===== config.mk =====
export PLATFORM = sky130hd
export DESIGN_NAME = cmp_alu
export DESIGN_NICKNAME = d
export VERILOG_FILES = /design/src/rtl/cmp_alu_pkg.sv /design/src/rtl/cmp_alu_addsub.sv /design/src/rtl/cmp_alu_compare.sv /design/src/rtl/cmp_alu_resmux.sv /design/src/rtl/cmp_alu_outstage.sv /design/src/rtl/cmp_alu.sv
export SDC_FILE = /design/constraint.sdc
export NUM_CORES = 1
export LEC_CHECK = 0
export ABC_AREA = 1
export ABC_CLOCK_PERIOD_IN_PS = 2009
export BUFFER_PORTS_ARGS = -buffer_cell sky130_fd_sc_hd__buf_4
export CORE_MARGIN = 2
export CORE_UTILIZATION = 54
export DETAILED_ROUTE_END_ITERATION = 7
export MAX_ROUTING_LAYER = met4
export PLACE_DENSITY_LB_ADDON = 0.08
export SYNTH_ARGS = -nofsm -noshare
export SYNTH_HDL_FRONTEND = slang
export SYNTH_SLANG_ARGS = --single-unit
export TNS_END_PERCENT = 100

===== constraint.sdc =====
create_clock -name clk -period 2.01 [get_ports clk]
set_input_delay 0.3015 -clock clk [delete_from_list [all_inputs] [get_ports clk]]
set_output_delay 0.3015 -clock clk [all_outputs]
set_load 0.02 [all_outputs]

===== src/rtl/cmp_alu_pkg.sv =====
// Package: shared operation codes and flag bit positions for the ALU.
// Assumes: the flag vector is 3 bits, and its bit positions are fixed by the interface.
package cmp_alu_pkg;

    typedef enum logic [2:0] {
        OP_MOVA = 3'b000,
        OP_MOVB = 3'b001,
        OP_AND  = 3'b010,
        OP_OR   = 3'b011,
        OP_ADD  = 3'b100,
        OP_SUB  = 3'b101,
        OP_MAX  = 3'b110,
        OP_MIN  = 3'b111
    } alu_op_e;

    localparam int FLAG_W     = 3;
    localparam int FLG_CARRY  = 2;
    localparam int FLG_A_BIG  = 1;
    localparam int FLG_A_SML  = 0;

endpackage


===== src/rtl/cmp_alu_addsub.sv =====
// Module: unsigned adder and subtractor, built side by side.
// Assumes: operands are unsigned. The extra top bit of each result is the carry for the sum
// and the borrow for the difference.
module cmp_alu_addsub #(
    parameter int WIDTH = 4
) (
    input  logic [WIDTH-1:0] a,
    input  logic [WIDTH-1:0] b,
    output logic [WIDTH-1:0] sum,
    output logic             carry,
    output logic [WIDTH-1:0] diff,
    output logic             borrow
);
    localparam int EXT_W = WIDTH + 1;

    logic [EXT_W-1:0] sum_ext;
    logic [EXT_W-1:0] diff_ext;

    // Purpose: form the widened sum and difference. The top bit is the carry or borrow.
    always_comb begin
        sum_ext  = {1'b0, a} + {1'b0, b};
        diff_ext = {1'b0, a} - {1'b0, b};
    end

    assign sum    = sum_ext[WIDTH-1:0];
    assign carry  = sum_ext[WIDTH];
    assign diff   = diff_ext[WIDTH-1:0];
    assign borrow = diff_ext[WIDTH];

endmodule


===== src/rtl/cmp_alu_compare.sv =====
// Module: picks the larger and the smaller operand, reusing the subtractor borrow.
// Assumes: borrow is 1 exactly when b > a (unsigned). On a tie, A is taken as both larger and smaller.
module cmp_alu_compare #(
    parameter int WIDTH = 4
) (
    input  logic [WIDTH-1:0] a,
    input  logic [WIDTH-1:0] b,
    input  logic             borrow,
    output logic [WIDTH-1:0] larger,
    output logic [WIDTH-1:0] smaller,
    output logic             a_is_larger,
    output logic             a_is_smaller
);
    logic equal;

    // Purpose: derive the tie detect and the two "A wins" decisions.
    always_comb begin
        equal        = (a == b);
        a_is_larger  = ~borrow;
        a_is_smaller = borrow | equal;
    end

    // Purpose: steer the operands to the max and min outputs.
    always_comb begin
        larger  = a_is_larger  ? a : b;
        smaller = a_is_smaller ? a : b;
    end

endmodule


===== src/rtl/cmp_alu_resmux.sv =====
// Module: selects the result and builds the flag vector from the operation code.
// Assumes: flag bits that mean nothing for the chosen operation must be 0.
module cmp_alu_resmux
    import cmp_alu_pkg::*;
#(
    parameter int WIDTH = 4
) (
    input  logic [2:0]       op,
    input  logic [WIDTH-1:0] a,
    input  logic [WIDTH-1:0] b,
    input  logic [WIDTH-1:0] sum,
    input  logic             carry,
    input  logic [WIDTH-1:0] diff,
    input  logic             borrow,
    input  logic [WIDTH-1:0] larger,
    input  logic [WIDTH-1:0] smaller,
    input  logic             a_is_larger,
    input  logic             a_is_smaller,
    output logic [WIDTH-1:0] z,
    output logic [FLAG_W-1:0] f
);
    // Purpose: a single decode of the operation code into result and flags.
    always_comb begin
        z = '0;
        f = '0;
        case (alu_op_e'(op))
            OP_MOVA: z = a;
            OP_MOVB: z = b;
            OP_AND:  z = a & b;
            OP_OR:   z = a | b;
            OP_ADD: begin
                z            = sum;
                f[FLG_CARRY] = carry;
            end
            OP_SUB: begin
                z            = diff;
                f[FLG_CARRY] = borrow;
            end
            OP_MAX: begin
                z            = larger;
                f[FLG_A_BIG] = a_is_larger;
            end
            OP_MIN: begin
                z            = smaller;
                f[FLG_A_SML] = a_is_smaller;
            end
            default: begin
                z = '0;
                f = '0;
            end
        endcase
    end

endmodule


===== src/rtl/cmp_alu_outstage.sv =====
// Module: output stage, either a register or a straight wire, chosen by REGISTERED.
// Assumes: the reset is synchronous and active low. In the wire variant, clk and rst_n are unused.
module cmp_alu_outstage #(
    parameter int WIDTH      = 4,
    parameter int FW         = 3,
    parameter bit REGISTERED = 1'b1
) (
    input  logic             clk,
    input  logic             rst_n,
    input  logic [WIDTH-1:0] z_d,
    input  logic [FW-1:0]    f_d,
    output logic [WIDTH-1:0] z_q,
    output logic [FW-1:0]    f_q
);
    generate
        if (REGISTERED) begin : g_reg
            // Purpose: capture result and flags on each rising edge; clear them under reset.
            always_ff @(posedge clk) begin
                if (!rst_n) begin
                    z_q <= '0;
                    f_q <= '0;
                end else begin
                    z_q <= z_d;
                    f_q <= f_d;
                end
            end
        end else begin : g_comb
            logic unused_ok;
            assign unused_ok = clk ^ rst_n;
            assign z_q = z_d;
            assign f_q = f_d;
        end
    endgenerate

endmodule


===== src/rtl/cmp_alu.sv =====
// Module: top level of the eight-operation unsigned ALU with compare flags.
// Assumes: unsigned operands of WIDTH bits. REGISTERED chooses between a clocked output and a purely
// combinational one.
module cmp_alu
    import cmp_alu_pkg::*;
#(
    parameter int WIDTH      = 4,
    parameter bit REGISTERED = 1'b1
) (
    input  logic             clk,
    input  logic             rst_n,
    input  logic [2:0]       op_i,
    input  logic [WIDTH-1:0] a_i,
    input  logic [WIDTH-1:0] b_i,
    output logic [WIDTH-1:0] z_o,
    output logic [2:0]       f_o
);
    logic [WIDTH-1:0]  sum, diff, larger, smaller, z_next;
    logic              carry, borrow, a_big, a_sml;
    logic [FLAG_W-1:0] f_next;

    cmp_alu_addsub #(.WIDTH(WIDTH)) u_addsub (
        .a(a_i), .b(b_i), .sum(sum), .carry(carry), .diff(diff), .borrow(borrow)
    );

    cmp_alu_compare #(.WIDTH(WIDTH)) u_compare (
        .a(a_i), .b(b_i), .borrow(borrow), .larger(larger), .smaller(smaller),
        .a_is_larger(a_big), .a_is_smaller(a_sml)
    );

    cmp_alu_resmux #(.WIDTH(WIDTH)) u_resmux (
        .op(op_i), .a(a_i), .b(b_i), .sum(sum), .carry(carry), .diff(diff),
        .borrow(borrow), .larger(larger), .smaller(smaller),
        .a_is_larger(a_big), .a_is_smaller(a_sml), .z(z_next), .f(f_next)
    );

    cmp_alu_outstage #(.WIDTH(WIDTH), .FW(FLAG_W), .REGISTERED(REGISTERED)) u_out (
        .clk(clk), .rst_n(rst_n), .z_d(z_next), .f_d(f_next), .z_q(z_o), .f_q(f_o)
    );

endmodule


==> results of run 1 <==
-- flip-flops by register name, summed over array words and instances, names as in the netlist --
| signal | flops |
|---|---|
| u_out.z_q | 4 |
| u_out.f_q | 3 |
-- per-stage QoR --
| step | worst slack [ns] | std cells | cell area, µm² |
|---|---|---|---|
| final | 0.296 | 193 | 1130 |
| after global routing | 0.187 | 193 | 1130 |
| after CTS | 0.316 | 193 | 1130 |
| after floorplan | 0.369 | 154 | 950 |
| after detailed placement | 0.0715 | 189 | 1100 |
| after global placement | 0.107 | 189 | 1100 |
-- layout make-up --
type                    count  area share [%]
inverters                  24            7.98
repair buffers             19            12.6
multi-input cells         122            62.7
well taps                  17            1.88
clock buffers               4            2.33
flip-flops and latches      7            12.4
-- cells by family (layout without fill, tap and decap cells) --
logic type,Yosys count,count (layout),synth area share (%)
AND/OR/NAND/NOR,92,92,43.7
flip-flops,7,7,14.8
adder cells (fa/ha/maj),14,14,20.0
AO/OA/AOI/OAI,14,14,8.96
XOR/XNOR,2,2,1.84
buffers and inverters,25,47,10.7
-- worst max-delay path by stage --
| stage | from | endpoint | slack [ns] | cells after the start |
|---|---|---|---|---|
| 2_1_floorplan | a_i[0] | u_out.z_q[0]$_SDFF_PN0_ | 0.37 | 12 |
| 3_3_place_gp | a_i[0] | u_out.z_q[0]$_SDFF_PN0_ | 0.11 | 13 |
| 3_5_place_dp | a_i[0] | u_out.z_q[0]$_SDFF_PN0_ | 0.07 | 13 |
| 4_1_cts | a_i[0] | u_out.z_q[0]$_SDFF_PN0_ | 0.32 | 13 |
| 5_1_grt | a_i[0] | u_out.z_q[0]$_SDFF_PN0_ | 0.19 | 13 |
| 6_report | a_i[0] | u_out.z_q[0]$_SDFF_PN0_ | 0.30 | 13 |
-- metal layers --
metal / up-vias / part of all wire, % / GRT usage (%)
li1: 536 / - / -
met1: 479 / 43 / 35.9
met2: 46 / 47 / 43.6
met3: 6 / 7.6 / 5.95
met4: 0 / 1.6 / 5.71
met5: - / 0 / -
-- critical path: cells and delay by family --
family	cells	cell delay, ns
buffers and inverters	4	0.39
and+or+nand+nor	7	0.57
adders and majority gates	2	0.58
-- power groups by stage --
stage	clock network (µW)	logic, µW	registers [µW]
after floorplan	0	144	168
after global placement	0	229	154
after detailed placement	0	231	154
after CTS	126	233	151
after global routing	136	265	152
final	122	234	151
-- placed cells by master, fill, tap and decap left out --
master,n
inv_2,3
clkbuf_4,3
nor2_2,1
a21oi_1,5
nor3_1,4
o21ai_2,1
xnor2_1,1
inv_1,21
buf_4,19
nand4_1,1
o21ai_0,7
dfxtp_1,7
a21oi_4,1
fa_1,2
ha_1,12
nor2_1,22
and3_1,1
nand2_1,34
nand3_2,1
nand3b_1,1
clkbuf_1,1
nand2_4,2
nand2_2,1
xor2_1,1
nand3_1,24
==> flow_summary.json, run 1 <==
{
  "p_leak_uw": 0.000629,
  "antenna_found_initial": 0,
  "relSlewSlack_pct": 62.7,
  "ir_worst_vdd_mv": 0.297,
  "fillerInstances": 164,
  "synth_top_area_cell": "ha_1",
  "fin_crit_sh_pct": 85.3,
  "rsz0062_at_grt": "no",
  "routedWlPerCell_um": 12.4,
  "grt_max_degree": 9,
  "cp_max_fo": 8,
  "yosysWarningCount": 0,
  "grt_use_total_pct": 27.6,
  "synth_common_cells": "nand2_1, nand3_1, nor2_1, inv_1, ha_1",
  "final_util_pct": 66.8,
  "cp.arrival_ns": 1.85,
  "first_pass_iters": 4,
  "h-tree-depth": 1,
  "cts_tree": "done",
  "place_congestion": 0.963,
  "initial_core_util_pct": 56.2,
  "critPathMaxStageDelay_ns": 0.42,
  "synth_flop_cell": "dfxtp_1",
  "postCtsSetupRepairBufs": 0,
  "grt_pass1_wl_um": 4080,
  "die_y_um": 45.9,
  "drtIter0Drc": 35,
  "detail-route-antenna-nets": 0,
  "synthArstFlopShare_pct": 0,
  "hold_depth": 2,
  "ioPinCount": 20,
  "p_switching_uw": 193,
  "drt-vias-per-instance": 5.53,
  "critPathRequiredTime_ns": 2.14,
  "power_density_nw_per_um2": 449,
  "power_uw": 507,
  "overflow": 0,
  "crit_type": "in -> reg",
  "p_int_uw": 314,
  "fin_nets": 204,
  "cpMostUsedCell": "nor2_1",
  "die_x_um": 45.9,
  "area_growth_pct": 18.8,
  "synthDistinctLibCells": 23,
  "worstMarginPinSlew_ns": 0.555,
  "swShare_pct": 38.1,
  "worstPathCellList": "buf_4 > inv_1 > ha_1 > inv_1 > fa_1 > nand3_2 > nand2_4 > inv_1 > nor2_1 > nor2_1 > nand2_1 > nor2_1 > nor2_1",
  "end_kind": "flop",
  "multi_input_area_um2": 708,
  "synth_area_leaders": "ha_1, dfxtp_1, nand2_1",
  "synth_top_area_share_pct": 15.8,
  "rows": 15,
  "drv_cap": 0,
  "syn-cell-area_um2": 950,
  "wl_um": 2390,
  "setup_viol": 0,
  "min_period_ns": 1.71,
  "diodes": 0,
  "min_from": "rst_n",
  "dp_hpwl_um": 2010,
  "fmax_ghz": 0.583,
  "p_comb_share_pct": 46.1,
  "drive_gt1_share_pct": 18.2,
  "seq_area_frac_synth_pct": 14.8,
  "status": "complete, no violations",
  "pwr-share-clk_pct": 24.0,
  "drc": 0,
  "hold_viol": 0,
  "io_buffer_count": 19,
  "synthCells": 154,
  "hold_slack_ns": 0.344,
  "p_seq_share_pct": 29.9,
  "synth-edff-count": 0,
  "clkTransAtPathRegs_ns": 0.05,
  "synth-seq-cells": 7,
  "cts-hold-fix-buffers": 0,
  "cts_root_buffer": "clkbuf_4",
  "core_um2": 1690,
  "hold_end": "u_out.f_q[0]$_SDFF_PN0_",
  "num_vias": 1067,
  "postCtsResizedCells": 0,
  "cts_inserted_buffers": 3,
  "syn_avg_cell_area_um2": 6.17,
  "cp-start-kind": "input pin",
  "drv_slew": 0,
  "setup_tns_ns": 0,
  "clk_path_buf_depth": 2,
  "syn_nets": 181,
  "hold_class": "in -> reg",
  "grt_pass1_vias": 928,
  "cp_slowest_cell": "fa_1",
  "clock-sinks": 7,
  "yosysMostFrequentCell": "nand2_1",
  "dieArea_um2": 2110,
  "seq_area_um2": 140
}
Note: power is estimated with default switching activity, not from simulation.
==> inputs of run 2 (changes only) <==
--- a/config.mk
+++ b/config.mk
@@ -5,11 +5,10 @@
 export SDC_FILE = /design/constraint.sdc
 export NUM_CORES = 1
 export LEC_CHECK = 0
-export ABC_AREA = 1
 export ABC_CLOCK_PERIOD_IN_PS = 2009
 export BUFFER_PORTS_ARGS = -buffer_cell sky130_fd_sc_hd__buf_4
 export CORE_MARGIN = 2
-export CORE_UTILIZATION = 54
+export CORE_UTILIZATION = 53
 export DETAILED_ROUTE_END_ITERATION = 7
 export MAX_ROUTING_LAYER = met4
 export PLACE_DENSITY_LB_ADDON = 0.08
==> run 2 against run 1 <==
Compared with the run above:
- setup slack lost 0.21 ns
- synthesized area shrank 7.5%
- maximum frequency shrank 11%
- combinational power grew 18%
- count of clock-buffer cells in the layout is the same
- sequential cell count is the same
- core utilization grew 13 points
- die area shrank 5.3%
- largest cell class unchanged
==> flow_summary.json, run 2 <==
{
  "initial_core_util_pct": 57.6,
  "die_y_um": 44.7,
  "ir_worst_vdd_mv": 0.221,
  "hold_viol": 0,
  "area_growth_pct": 39.2,
  "die_x_um": 44.7,
  "final_cell_mix": "buf_4, ha_1, inv_1",
  "drc": 0,
  "synth-seq-cells": 7,
  "grt_pass1_vias": 867,
  "synthArstFlopShare_pct": 0,
  "crit_end": "u_out.z_q[3]$_SDFF_PN0_",
  "met2WireLength_um": 1170,
  "routed.top_layer": "met4",
  "largest_reg_flops": 4,
  "synth_top_area_cell": "ha_1",
  "core_um2": 1520,
  "p_int_uw": 362,
  "critPathMaxStageDelay_ns": 0.51,
  "p_comb_share_pct": 50.0,
  "syn_avg_cell_area_um2": 8.13,
  "hold_depth": 2,
  "regMostFlops": "u_out.z_q",
  "h-tree-depth": 1,
  "final_cells": 164,
  "swShare_pct": 34.3,
  "drtIter0Drc": 27,
  "cpMostUsedCell": "buf_4",
  "power_density_nw_per_um2": 450,
  "drv_cap": 0,
  "place_congestion": 0.840,
  "syn-cell-area_um2": 878,
  "worstMarginPinSlew_ns": 0.297,
  "worstPathCellList": "buf_4 > buf_4 > inv_1 > ha_1 > or4_4 > o31ai_4 > buf_6 > mux2i_1 > o32a_1 > o21ai_2",
  "clock-sinks": 7,
  "grt_pass1_wl_um": 3750,
  "yosysMostFrequentCell": "ha_1",
  "setup_tns_ns": 0,
  "synth_area_leaders": "ha_1, dfxtp_1, mux2i_1",
  "cp-startpoint": "b_i[0]",
  "seq_area_frac_synth_pct": 16.0,
  "yosysWarningCount": 0,
  "first_pass_iters": 4,
  "grt_max_degree": 15,
  "cts_root_buffer": "clkbuf_4",
  "hold_class": "in -> reg",
  "fin_nets": 176,
  "routedWlPerCell_um": 14.8,
  "detail-route-antenna-nets": 0,
  "crit_type": "in -> reg",
  "syn_nets": 135,
  "fin_crit_sh_pct": 95.8,
  "p_seq_share_pct": 27.5,
  "met3_length_um": 128,
  "min_period_ns": 1.93,
  "wl_met1_um": 1050,
  "clk_path_buf_depth": 2,
  "end_kind": "flop",
  "io_buffer_count": 19,
  "cp_slowest_cell": "or4_4",
  "drv_slew": 0,
  "ioPinCount": 20,
  "rows": 14,
  "cp.arrival_ns": 2.06,
  "synthCells": 108,
  "wl_um": 2420,
  "cts_tree": "done",
  "num_vias": 951,
  "synth_flop_cell": "dfxtp_1",
  "drive_gt1_share_pct": 33.8,
  "pwr-share-clk_pct": 22.5,
  "critPathRequiredTime_ns": 2.15,
  "fillerInstances": 105,
  "synth_top_area_share_pct": 17.1,
  "p_leak_uw": 0.000610,
  "cp_max_fo": 5,
  "min_from": "rst_n",
  "p_switching_uw": 189,
  "status": "complete, no violations",
  "largestRegisters": "u_out.z_q x4, u_out.f_q x3",
  "setup_viol": 0,
  "grt_use_total_pct": 26.7,
  "diodes": 0,
  "synth_common_cells": "ha_1, inv_1, a21oi_1, nand2_1, dfxtp_1",
  "cts_inserted_buffers": 3,
  "synth-edff-count": 0,
  "clkTransAtPathRegs_ns": 0.05,
  "synthDistinctLibCells": 40,
  "final_common_cell": "buf_4",
  "cp-start-kind": "input pin",
  "dp_hpwl_um": 1900,
  "overflow": 0,
  "dieArea_um2": 2000,
  "drt-vias-per-instance": 5.80,
  "final_util_pct": 80.2,
  "fmax_ghz": 0.519,
  "hold_slack_ns": 0.326,
  "rsz0062_at_grt": "no",
  "antenna_found_initial": 0,
  "cts-hold-fix-buffers": 0,
  "dp_cells": 159,
  "relSlewSlack_pct": 80.1
}
==> run 2: cell types whose count changed after synthesis, sizes merged, moves of 3 or more <==
cell	delta
nand2	-28
nor2b	+5
nor2	-19
a21oi	+3
clkbuf	+3
mux2i	+6
nand3	-24
inv	-13
==> run 2: how the worst min path moves through the flow <==
stage / slack, ns / end
floorplan: 0.42 / u_out.f_q[1]$_SDFF_PN0_
global placement: 0.57 / u_out.f_q[1]$_SDFF_PN0_
detailed placement: 0.58 / u_out.f_q[1]$_SDFF_PN0_
CTS: 0.32 / u_out.f_q[1]$_SDFF_PN0_
global route: 0.33 / u_out.f_q[1]$_SDFF_PN0_
finish: 0.33 / u_out.f_q[1]$_SDFF_PN0_
==> run 2: kinds of logic (layout without fill, tap and decap cells) <==
family	count (synthesis)	in the layout	share of synthesized area [%]
fa+ha+maj	14	14	21.7
buf+inv	15	55	6.41
compound gates	34	34	27.8
xor+xnor	3	3	2.99
mux	6	6	6.84
flops	7	7	16.0
simple gates	29	29	18.4
==> run 2: metrics by stage <==
step                      power (µW)  cell area (µm²)  worst slack, ns
after floorplan                  306              878           0.0153
after global routing             586             1220         0.000422
after detailed placement         416             1170           -0.283
after CTS                        542             1200          0.00533
final                            550             1220           0.0843
after global placement           408             1170           -0.194
==> run 2: power by group through the flow <==
| stage | clock network, µW | registers [µW] | logic (µW) |
|---|---|---|---|
| after floorplan | 0 | 167 | 138 |
| after global placement | 0 | 154 | 254 |
| after detailed placement | 0 | 154 | 262 |
| after CTS | 127 | 151 | 263 |
| after global routing | 137 | 152 | 297 |
| final | 124 | 151 | 276 |
==> run 2: critical path, delay by kind of cell <==
family                   cells  cell delay (ns)
multiplexers                 1             0.20
adder cells (fa/ha/maj)      1             0.26
AND/OR/NAND/NOR              1             0.51
buffers and inverters        4             0.49
AO/OA/AOI/OAI                3             0.30
==> run 2: routing by layer <==
| metal | vias up | global-route usage [%] |
|---|---|---|
| met5 | - | - |
| met4 | 0 | 12.7 |
| met3 | 9 | 1.20 |
| met2 | 38 | 43.2 |
| met1 | 433 | 34.0 |
| li1 | 471 | - |
==> run 2: repair_timing <==
item / in CTS / in global routing
endpoints found under the setup margin: 2 / 4
setup buffers: 0 / 1
pin swaps: 1 / 2
resized for setup: 0 / 4
==> run 2: area by class of cell <==
type	count	area [µm²]	share of cell area, %
Multi-Input combinational cell	86	694	56.8
Timing Repair Buffer	39	297	24.3
Sequential cell	7	140	11.5
Inverter	12	45.0	3.68
Clock buffer	4	26.3	2.15
Tap cell	16	20.0	1.64
